$ cat src/rtl/owc_pkg.sv
`timescale 1ns/1ps
// Shared types and constants for the open-wire check controller.
// Assumes a 2-bit variant code; variants beyond the last defined one reuse it.
package owc_pkg;

    localparam int VAR_W   = 2;
    localparam int NUM_VAR = 1 << VAR_W;

    typedef enum logic [2:0] {
        ST_IDLE,
        ST_BASE_REQ,
        ST_BASE_WAIT,
        ST_ON_SETTLE,
        ST_MEAS_REQ,
        ST_MEAS_WAIT,
        ST_OFF_SETTLE
    } owc_state_e;

    // Threshold in tenths of a percent of full scale, per variant.
    function automatic int unsigned permille_of(input int idx);
        case (idx)
            0:       return 174;
            1:       return 238;
            default: return 244;
        endcase
    endfunction

endpackage

$ cat src/rtl/owc_settle_timer.sv
`timescale 1ns/1ps
// Down-counter for the settling wait. It loads a cycle count and decrements
// while run is high. zero_o is high once the count is exhausted.
// Assumes load and run never assert in the same cycle.
module owc_settle_timer #(
    parameter int WAIT_W = 32
) (
    input  logic              clk,
    input  logic              rst_n,
    input  logic              load_i,
    input  logic [WAIT_W-1:0] load_val_i,
    input  logic              run_i,
    output logic              zero_o
);

    logic [WAIT_W-1:0] cnt_q;

    // Load or count down the remaining settling cycles.
    always_ff @(posedge clk) begin
        if (!rst_n) begin
            cnt_q <= '0;
        end else if (load_i) begin
            cnt_q <= load_val_i;
        end else if (run_i && (cnt_q != '0)) begin
            cnt_q <= cnt_q - 1'b1;
        end
    end

    assign zero_o = (cnt_q == '0);

endmodule

$ cat src/rtl/owc_judge.sv
`timescale 1ns/1ps
// Combinational decision path. It forms the saturated difference
// (sample - baseline) and compares it with the per-variant threshold,
// which is derived from full scale at elaboration.
// Assumes both inputs are two's complement codes of DATA_W bits.
module owc_judge
    import owc_pkg::*;
#(
    parameter int DATA_W = 24
) (
    input  logic [DATA_W-1:0] base_i,
    input  logic [DATA_W-1:0] sample_i,
    input  logic [VAR_W-1:0]  variant_i,
    output logic [DATA_W-1:0] delta_o,
    output logic              open_o
);

    localparam logic [63:0] FS64 = (64'd1 << (DATA_W - 1)) - 64'd1;
    localparam logic [DATA_W-1:0] POS_MAX = {1'b0, {(DATA_W-1){1'b1}}};
    localparam logic [DATA_W-1:0] NEG_MIN = {1'b1, {(DATA_W-1){1'b0}}};

    logic [DATA_W-1:0] thr_tab [NUM_VAR];

    for (genvar g = 0; g < NUM_VAR; g++) begin : g_thr
        localparam logic [63:0] THR64 = (FS64 * 64'(permille_of(g))) / 64'd1000;
        assign thr_tab[g] = THR64[DATA_W-1:0];
    end

    logic [DATA_W:0] wide;

    // Sign-extended subtraction followed by clamping to the result range.
    always_comb begin
        wide = {sample_i[DATA_W-1], sample_i} - {base_i[DATA_W-1], base_i};
        if (wide[DATA_W] != wide[DATA_W-1]) begin
            delta_o = wide[DATA_W] ? NEG_MIN : POS_MAX;
        end else begin
            delta_o = wide[DATA_W-1:0];
        end
    end

    // Strictly-greater comparison against the selected threshold.
    always_comb begin
        open_o = $signed(delta_o) > $signed(thr_tab[variant_i]);
    end

endmodule

$ cat src/rtl/owc_seq.sv
`timescale 1ns/1ps
// Check sequencer. It accepts a start, runs baseline -> excite -> settle ->
// measure -> release -> settle, and publishes the result with a done pulse.
// Assumes conv_done_i arrives some cycles after each conv_start_o pulse;
// strobes seen outside a wait state are ignored.
module owc_seq
    import owc_pkg::*;
#(
    parameter int DATA_W = 24,
    parameter int SEL_W  = 5,
    parameter int WAIT_W = 32
) (
    input  logic              clk,
    input  logic              rst_n,
    input  logic              start_i,
    input  logic              abort_i,
    input  logic [SEL_W-1:0]  pin_sel_i,
    input  logic [VAR_W-1:0]  variant_i,
    input  logic [WAIT_W-1:0] settle_i,
    input  logic              conv_done_i,
    input  logic [DATA_W-1:0] conv_data_i,
    input  logic              tmr_zero_i,
    input  logic [DATA_W-1:0] jdg_delta_i,
    input  logic              jdg_open_i,
    output logic              tmr_load_o,
    output logic [WAIT_W-1:0] tmr_val_o,
    output logic              tmr_run_o,
    output logic [DATA_W-1:0] base_o,
    output logic [VAR_W-1:0]  variant_o,
    output logic              conv_start_o,
    output logic              exc_en_o,
    output logic [SEL_W-1:0]  exc_sel_o,
    output logic              busy_o,
    output logic              done_o,
    output logic              open_o,
    output logic [DATA_W-1:0] delta_o,
    output logic              sel_err_o
);

    owc_state_e        state_q;
    logic [WAIT_W-1:0] settle_q;
    logic [DATA_W-1:0] pend_delta_q;
    logic              pend_open_q;
    logic              conv_back;

    assign conv_back    = conv_done_i &&
                          ((state_q == ST_BASE_WAIT) || (state_q == ST_MEAS_WAIT));
    assign tmr_load_o   = conv_back && !abort_i;
    assign tmr_val_o    = settle_q;
    assign tmr_run_o    = (state_q == ST_ON_SETTLE) || (state_q == ST_OFF_SETTLE);
    assign conv_start_o = (state_q == ST_BASE_REQ) || (state_q == ST_MEAS_REQ);
    assign busy_o       = (state_q != ST_IDLE);

    // Main state machine with result and configuration registers.
    always_ff @(posedge clk) begin
        if (!rst_n) begin
            state_q      <= ST_IDLE;
            settle_q     <= '0;
            base_o       <= '0;
            variant_o    <= '0;
            exc_en_o     <= 1'b0;
            exc_sel_o    <= '0;
            done_o       <= 1'b0;
            open_o       <= 1'b0;
            delta_o      <= '0;
            sel_err_o    <= 1'b0;
            pend_delta_q <= '0;
            pend_open_q  <= 1'b0;
        end else begin
            done_o <= 1'b0;
            if (abort_i) begin
                state_q  <= ST_IDLE;
                exc_en_o <= 1'b0;
            end else begin
                case (state_q)
                    ST_IDLE: begin
                        if (start_i) begin
                            if (pin_sel_i[SEL_W-1]) begin
                                sel_err_o <= 1'b1;
                            end else begin
                                sel_err_o <= 1'b0;
                                exc_sel_o <= pin_sel_i;
                                variant_o <= variant_i;
                                settle_q  <= settle_i;
                                state_q   <= ST_BASE_REQ;
                            end
                        end
                    end
                    ST_BASE_REQ: state_q <= ST_BASE_WAIT;
                    ST_BASE_WAIT: begin
                        if (conv_done_i) begin
                            base_o   <= conv_data_i;
                            exc_en_o <= 1'b1;
                            state_q  <= ST_ON_SETTLE;
                        end
                    end
                    ST_ON_SETTLE: begin
                        if (tmr_zero_i) state_q <= ST_MEAS_REQ;
                    end
                    ST_MEAS_REQ: state_q <= ST_MEAS_WAIT;
                    ST_MEAS_WAIT: begin
                        if (conv_done_i) begin
                            pend_delta_q <= jdg_delta_i;
                            pend_open_q  <= jdg_open_i;
                            exc_en_o     <= 1'b0;
                            state_q      <= ST_OFF_SETTLE;
                        end
                    end
                    ST_OFF_SETTLE: begin
                        if (tmr_zero_i) begin
                            done_o  <= 1'b1;
                            delta_o <= pend_delta_q;
                            open_o  <= pend_open_q;
                            state_q <= ST_IDLE;
                        end
                    end
                    default: state_q <= ST_IDLE;
                endcase
            end
        end
    end

endmodule

$ cat src/rtl/owc_ctrl.sv
`timescale 1ns/1ps
// Open-wire check controller top. It wires the sequencer, the settling
// timer and the decision path together. Assumes one converter shared with
// normal traffic, which must stay idle while busy_o is high.
module owc_ctrl
    import owc_pkg::*;
#(
    parameter int DATA_W = 24,
    parameter int SEL_W  = 5,
    parameter int WAIT_W = 32
) (
    input  logic              clk,
    input  logic              rst_n,
    input  logic              start_i,
    input  logic              abort_i,
    input  logic [SEL_W-1:0]  pin_sel_i,
    input  logic [VAR_W-1:0]  variant_i,
    input  logic [WAIT_W-1:0] settle_cycles_i,
    output logic              conv_start_o,
    input  logic              conv_done_i,
    input  logic [DATA_W-1:0] conv_data_i,
    output logic              exc_en_o,
    output logic [SEL_W-1:0]  exc_sel_o,
    output logic              busy_o,
    output logic              done_o,
    output logic              open_o,
    output logic [DATA_W-1:0] delta_o,
    output logic              sel_err_o
);

    logic              tmr_load;
    logic [WAIT_W-1:0] tmr_val;
    logic              tmr_run;
    logic              tmr_zero;
    logic [DATA_W-1:0] base_code;
    logic [VAR_W-1:0]  var_code;
    logic [DATA_W-1:0] jdg_delta;
    logic              jdg_open;

    owc_seq #(
        .DATA_W(DATA_W), .SEL_W(SEL_W), .WAIT_W(WAIT_W)
    ) seq_i (
        .clk(clk), .rst_n(rst_n),
        .start_i(start_i), .abort_i(abort_i),
        .pin_sel_i(pin_sel_i), .variant_i(variant_i), .settle_i(settle_cycles_i),
        .conv_done_i(conv_done_i), .conv_data_i(conv_data_i),
        .tmr_zero_i(tmr_zero), .jdg_delta_i(jdg_delta), .jdg_open_i(jdg_open),
        .tmr_load_o(tmr_load), .tmr_val_o(tmr_val), .tmr_run_o(tmr_run),
        .base_o(base_code), .variant_o(var_code),
        .conv_start_o(conv_start_o), .exc_en_o(exc_en_o), .exc_sel_o(exc_sel_o),
        .busy_o(busy_o), .done_o(done_o), .open_o(open_o), .delta_o(delta_o),
        .sel_err_o(sel_err_o)
    );

    owc_settle_timer #(.WAIT_W(WAIT_W)) tmr_i (
        .clk(clk), .rst_n(rst_n),
        .load_i(tmr_load), .load_val_i(tmr_val), .run_i(tmr_run),
        .zero_o(tmr_zero)
    );

    owc_judge #(.DATA_W(DATA_W)) judge_i (
        .base_i(base_code), .sample_i(conv_data_i), .variant_i(var_code),
        .delta_o(jdg_delta), .open_o(jdg_open)
    );

endmodule

$ cat config.mk
export PLATFORM = sky130hd
export DESIGN_NAME = owc_ctrl
export DESIGN_NICKNAME = d
export VERILOG_FILES = /design/src/rtl/owc_pkg.sv /design/src/rtl/owc_settle_timer.sv /design/src/rtl/owc_judge.sv /design/src/rtl/owc_seq.sv /design/src/rtl/owc_ctrl.sv
export SDC_FILE = /design/constraint.sdc
export NUM_CORES = 1
export LEC_CHECK = 0
export ABC_CLOCK_PERIOD_IN_PS = 11710
export BUFFER_PORTS_ARGS = -buffer_cell sky130_fd_sc_hd__buf_2
export CORE_UTILIZATION = 63
export DETAILED_ROUTE_END_ITERATION = 8
export HOLD_SLACK_MARGIN = 0.03
export PLACE_DENSITY = 0.86
export SYNTH_ARGS = -nofsm -noshare
export SYNTH_HDL_FRONTEND = slang
export SYNTH_SLANG_ARGS = --single-unit
$ cat constraint.sdc
create_clock -name clk -period 11.71 [get_ports clk]
set_input_delay 1.171 -clock clk [delete_from_list [all_inputs] [get_ports clk]]
set_output_delay 1.171 -clock clk [all_outputs]
set_load 0.02 [all_outputs]
# [Word level (Yosys, flattened, before mapping)]
# Cells that the tools add are included.
[totals] regBits=150 latchBits=0 mem_bits_rw=0 mem_bits_ro=0 in_bits=68 out_inout_bits=35 elab_cells=76 n_memories=0
[classes] addsub=2 mul=0 div_mod_pow=0 n_lt_le_gt_ge=2 eq_ne=13 shifts=0 n_mux=19 n_bitwise=5 reduce_logical=22
[ops] op="$mux 24" n=4
[ops] op="$mux 32" n=2
[ops] op="$bmux 24 s2" n=1
[ops] op="$logic_not 32->1" n=1
[ops] op="$reduce_bool 32->1" n=1
[ops] op="$sub 32x1->32 const B" n=1
[ops] op="$sub 24x24->25" n=1
[ops] op="$gt 24x24->1" n=1
[ops] op="$pmux 3 s7" n=1
[ops] op="$mux 3" n=6
[ops] op="$reduce_and 3->1" n=5
[ops] op="$eq 3x3->1 const B" n=3
[ops] op="$ne 2x2->1 const B" n=4
[ops] op="$eq 3x2->1 const B" n=2
[ops] op="$reduce_and 6->1" n=1
[ops] op="$mux 1" n=4
[ops] op="$ne 2x1->1 const B" n=2
[ops] op="$not 1->1" n=4
[ops] op="$reduce_and 4->1" n=1
[ops] op="$reduce_bool 2->1" n=2
[ops] op="$eq 3x1->1 const B" n=1
[ops] op="$ge 3x3->1 const B" n=1
[ops] op="$logic_and 1x1->1" n=3
[ops] op="$logic_not 3->1" n=1
[ops] op="8 further kinds" n=10

# [Longest topological paths before layout]
[logic_depth] word_depth=5 depth_mapped=23 ltp_nobuf=22

# [Cells and area by module]
# From an unflattened synthesis, not the netlist that was laid out.
[hier_totals] cells_unflattened=1053 hier_area_um2=8789.7
[modules_own_cells] mod="owc_seq" n_inst=1 cells_per_inst=514 area_per_inst_um2=4727.0 seq_area_each_um2=2362.3
[modules_own_cells] mod="owc_judge" n_inst=1 cells_per_inst=310 area_per_inst_um2=2127.0 seq_area_each_um2=0.0
[modules_own_cells] mod="owc_settle_timer" n_inst=1 cells_per_inst=229 area_per_inst_um2=1935.6 seq_area_each_um2=640.6

# [Least setup slack after synthesis]
# OpenSTA, ideal clock, no wires.
[synth_path] kind="input -> register" start="input conv_data_i[0]" end="register seq_i.pend_open_q" setup_time_ns=0.122 arrival_time_ns=5.148 t_required_ns=11.588 setup_slack_ns=6.441 stages=23 n_path_buf=1 path_cell_list="inv_1 > ha_1 > inv_1 > fa_1 > a21o_1 > a21o_1 > a21oi_2 > o21ai_1 > a21oi_2 > a31oi_2 > clkbuf_1 > a21o_1 > ha_1 > a21o_1 > a21o_1 > a21o_1 > a21o_1 > a21oi_1 > nor2b_1 > o41ai_1 > a2111oi_0 > a311oi_1 > nor2_1"
[synth_via] elab_chain_len=4 word_cells_on_any_way=5 cone_classes="add/sub: 1; order compare: 1; eq/ne: 1; mux: 2"
[synth_lines] element="start: declaration" line_no="owc_ctrl.sv:21" source="input logic [DATA_W-1:0] conv_data_i,"
[synth_lines] element="$sub 24x24->25 *" line_no="owc_judge.sv:33" source="wide = {sample_i[DATA_W-1], sample_i} - {base_i[DATA_W-1], base_i};"
[synth_lines] element="$mux 24 / $ne 1x1->1 (equally long branches)" line_no="owc_judge.sv:35, owc_judge.sv:34"
[synth_lines] element="$mux 24 *" line_no="owc_judge.sv:34" source="if (wide[DATA_W] != wide[DATA_W-1]) begin"
[synth_lines] element="via jdg_delta[9]" line_no="owc_ctrl.sv:37" source="logic [DATA_W-1:0] jdg_delta;"
[synth_lines] element="$gt 24x24->1 *" line_no="owc_judge.sv:43" source="open_o = $signed(delta_o) > $signed(thr_tab[variant_i]);"
[synth_lines] element="end signal: assignment" line_no="owc_seq.sv:104" source="pend_open_q <= jdg_open_i;"
[synth_lines] element="end: declaration" line_no="owc_seq.sv:43" source="logic pend_open_q;"
# Mark *: on every way through the listed nets, which the timed path passes. The rest lies on a longest branch.
# A chain may end at the register's enable or synchronous reset.

# [Worst setup path after layout]
# Ends and elaborated chain as after synthesis.

==> out/results.ini <==
[clock_tree]
cts_setup_buffers=0
ctsRootBufferMaster=clkbuf_16
tritoncts=yes
ctsHtreeMaxLevel=4
clk_pin_slew_ns=0.06
cts_buffers=17
cts.sinks=150
clk_latency_ns=0.43
cts_hold_buf=0
cts_resized=0
ctsLongestPathBuffers=2

[global_routing]
overflow=0
antenna_found_initial=1
grt_usage=0.306
grt_pass1_vias=6670
grt_pass1_wl_um=31200
grt_max_degree=68

[drt]
detail_route.first_pass.iterations=6
drcViolationCount=0
ant_nets=0
via_per_inst=5.65
avgRoutedWirePerCell_um=14.9
routed_wl_um=19000
vias=7223
initialDrtViolationCount=442

[critical_path]
crit_arrival_ns=5.65
path_class=input port to flop
path_buf_inv=3
cp_data_required_time_ns=12.03
critPathSlowestCell=fa_1
cp_cell_sequence=buf_2 -> inv_1 -> ha_1 -> inv_1 -> fa_1 -> a21o_1 -> a21o_1 -> a21oi_2 -> o21ai_1 -> a21oi_2 -> a31oi_2 -> a21o_1 -> ha_1 -> a21o_1 -> a21o_1 -> a21o_1 -> a21o_1 -> a21oi_1 -> nor2b_1 -> o41ai_1 -> a2111oi_0 -> a311oi_1 -> nor2_1
worst_setup_path_start_kind=input port
setup.worst_path.end_class=flop
path_common_cell=a21o_1
critPathMaxStageDelay_ns=0.40
cp_top_family=compound AO/OA/AOI/OAI gates
reg2reg_slack_ns=6.92
crit_fanout=18

[synth]
yosys.area_share.xor_xnor=0.0558
syn_inst=1029
syn_nets=1138
synth_ff_type=dfxtp_1
syn_area_per_cell_sq_um=7.62
syn_area_sq_um=7840
synth-compound-area-share=0.221
synthArstFlopShare=0
synth_mux_area_frac=0.00383
yosysWarnings=0
synth_top_family_by_area=simple AND/OR/NAND/NOR gates
synthAdderAreaFrac=0.0664
synth_edf_count=0
synth_cell_type_count=64
synth_seq_cells=150
synthSimpleGateAreaFrac=0.223
ys_seq_area_frac=0.383

[layout]
syn_to_final_growth_pct=15.2
stdcell_count=1279
most-common-layout-cells=250 x nand2_1, 168 x a21oi_1, 150 x dfxtp_1, 101 x buf_2, 64 x nor2_1
regArea_sq_um=3000
nNetsFinal=1207
nFillCells=977
drive_above_1_share=0.148
antenna_cells=0
multi_input_area_sq_um=4490
final_common_cell=nand2_1

[placed_design]
io_buffers=101
dp_cells=1247
dpl.hpwl_um=12900
gp_congestion=0.927

[pwr]
fin_total_pwr_mw=1.26
power_leakage_nw=3.45
powerDensity_nw_per_um2=140
irDropWorstVdd_uv=123

[floorplanning]
rows=40
start_util=0.650
coreArea_sq_um=12100
ios=103
die_h_um=114
design.die.area_sq_um=12900
chipWidth_um=114

[sta]
relSlewSlack=0.383
tns_ns=0
setup_viol=0
fin_crit_ns=5.34
final-hold-violation-count=0
post-route-period-util=0.456
skew_ns=0.00695
max_freq_mhz=187
drv_slew=0
worstMarginPinSlew_ns=0.923
grt_setup_unrepaired=no

[min_path]
hold_path_class=flop to flop

[job]
drv_cap=0

[outcome]
status=completed

logic make-up after synthesis:
logic type                 after synthesis
and+or+nand+nor                        396
AOI/OAI and AO/OA                      295
DFF                                    150
buffers and inverters                   93
xor gates and xnor gates                50
adders and majority gates               41
muxes                                    3
other                                    1
report_power, final:
part	internal (mW)	leakage (nW)	total, mW	switching [mW]
clock	0.371	0.308	0.594	0.223
combinational	0.0571	1.93	0.149	0.0923
sequential	0.516	1.21	0.520	0.00379
total	0.944	3.45	1.26	0.319
registers in the layout, summed over array words and instances, names as in the netlist, 2 cells and up:
signal	cells
seq_i.tmr_val_o	32
seq_i.delta_o	24
seq_i.base_o	24
seq_i.exc_sel_o	4
seq_i.state_q	3
seq_i.pend_delta_q	24
tmr_i.cnt_q	32
seq_i.variant_o	2
worst min-delay path, cell delays in order (launching register included):
cell     delay, ns
dfxtp_1       0.31
nand2_1       0.05
a21oi_1       0.05
cells in the mapped netlist (all sizes together) (2+ instances only):
| master | instances | area (sq um) |
|---|---|---|
| a2111oi | 3 | 32.5 |
| a211oi | 12 | 100 |
| a21boi | 2 | 15.0 |
| a21o | 16 | 120 |
| a21oi | 171 | 867 |
| a311oi | 5 | 43.8 |
| a31oi | 7 | 50.1 |
| and2 | 5 | 31.3 |
| and3 | 5 | 31.3 |
| and4 | 2 | 17.5 |
| buf | 11 | 62.6 |
| clkbuf | 46 | 173 |
| dfxtp | 150 | 3000 |
| ha | 40 | 500 |
| inv | 36 | 135 |
| mux2i | 3 | 30.0 |
| nand2 | 250 | 938 |
| nand2b | 10 | 62.6 |
| nand3 | 8 | 40.0 |
| nand4 | 5 | 31.3 |
| nor2 | 66 | 250 |
| nor2b | 3 | 18.8 |
| nor3 | 13 | 70.1 |
| nor4 | 8 | 80.1 |
| o211ai | 13 | 97.6 |
| o21a | 2 | 15.0 |
| o21ai | 51 | 255 |
| o31ai | 2 | 28.8 |
| o41ai | 2 | 17.5 |
| or3 | 10 | 62.6 |
| or3b | 2 | 20.0 |
| or4 | 3 | 26.3 |
| xnor2 | 33 | 289 |
| xor2 | 17 | 149 |
final cells by class:
type / count / area share
clock inverter: 13 / 0.0215
sequential: 150 / 0.332
clock buffer: 19 / 0.0501
timing repair buffer: 107 / 0.0609
inverter: 36 / 0.0151
tap: 168 / 0.0233
multi-input combinational: 786 / 0.497
per-layer routing:
layer  track usage  wire length, um
met1         0.394             8700
met2         0.487             8600
met3        0.0808             1220
met4         0.127              485
met5             0               13
final timing paths:
kind / startpoint / to / depth (start not counted)
max: conv_data_i[0] / seq_i.pend_open_q$_SDFFE_PN0P_ / 23
min: seq_i.delta_o[6]$_SDFFE_PN0P_ / seq_i.delta_o[6]$_SDFFE_PN0P_ / 2
max reg2reg: seq_i.base_o[0]$_SDFFE_PN0P_ / seq_i.pend_open_q$_SDFFE_PN0P_ / 21
min reg2reg: seq_i.delta_o[6]$_SDFFE_PN0P_ / seq_i.delta_o[6]$_SDFFE_PN0P_ / 2
through the flow:
stage / area [sq um] / worst slack (ns) / util / hold slack, ns
6_report: 9040 / 6.37 / 0.749 / 0.449
5_1_grt: 9040 / 6.00 / 0.749 / 0.461
4_1_cts: 9040 / 6.40 / 0.749 / 0.449
3_5_place_dp: 8390 / 5.96 / 0.696 / 0.441
3_3_place_gp: 8390 / 6.10 / 0.696 / 0.435
2_1_floorplan: 7840 / 6.44 / - / 0.432
Power figures use the tool's default switching activity.
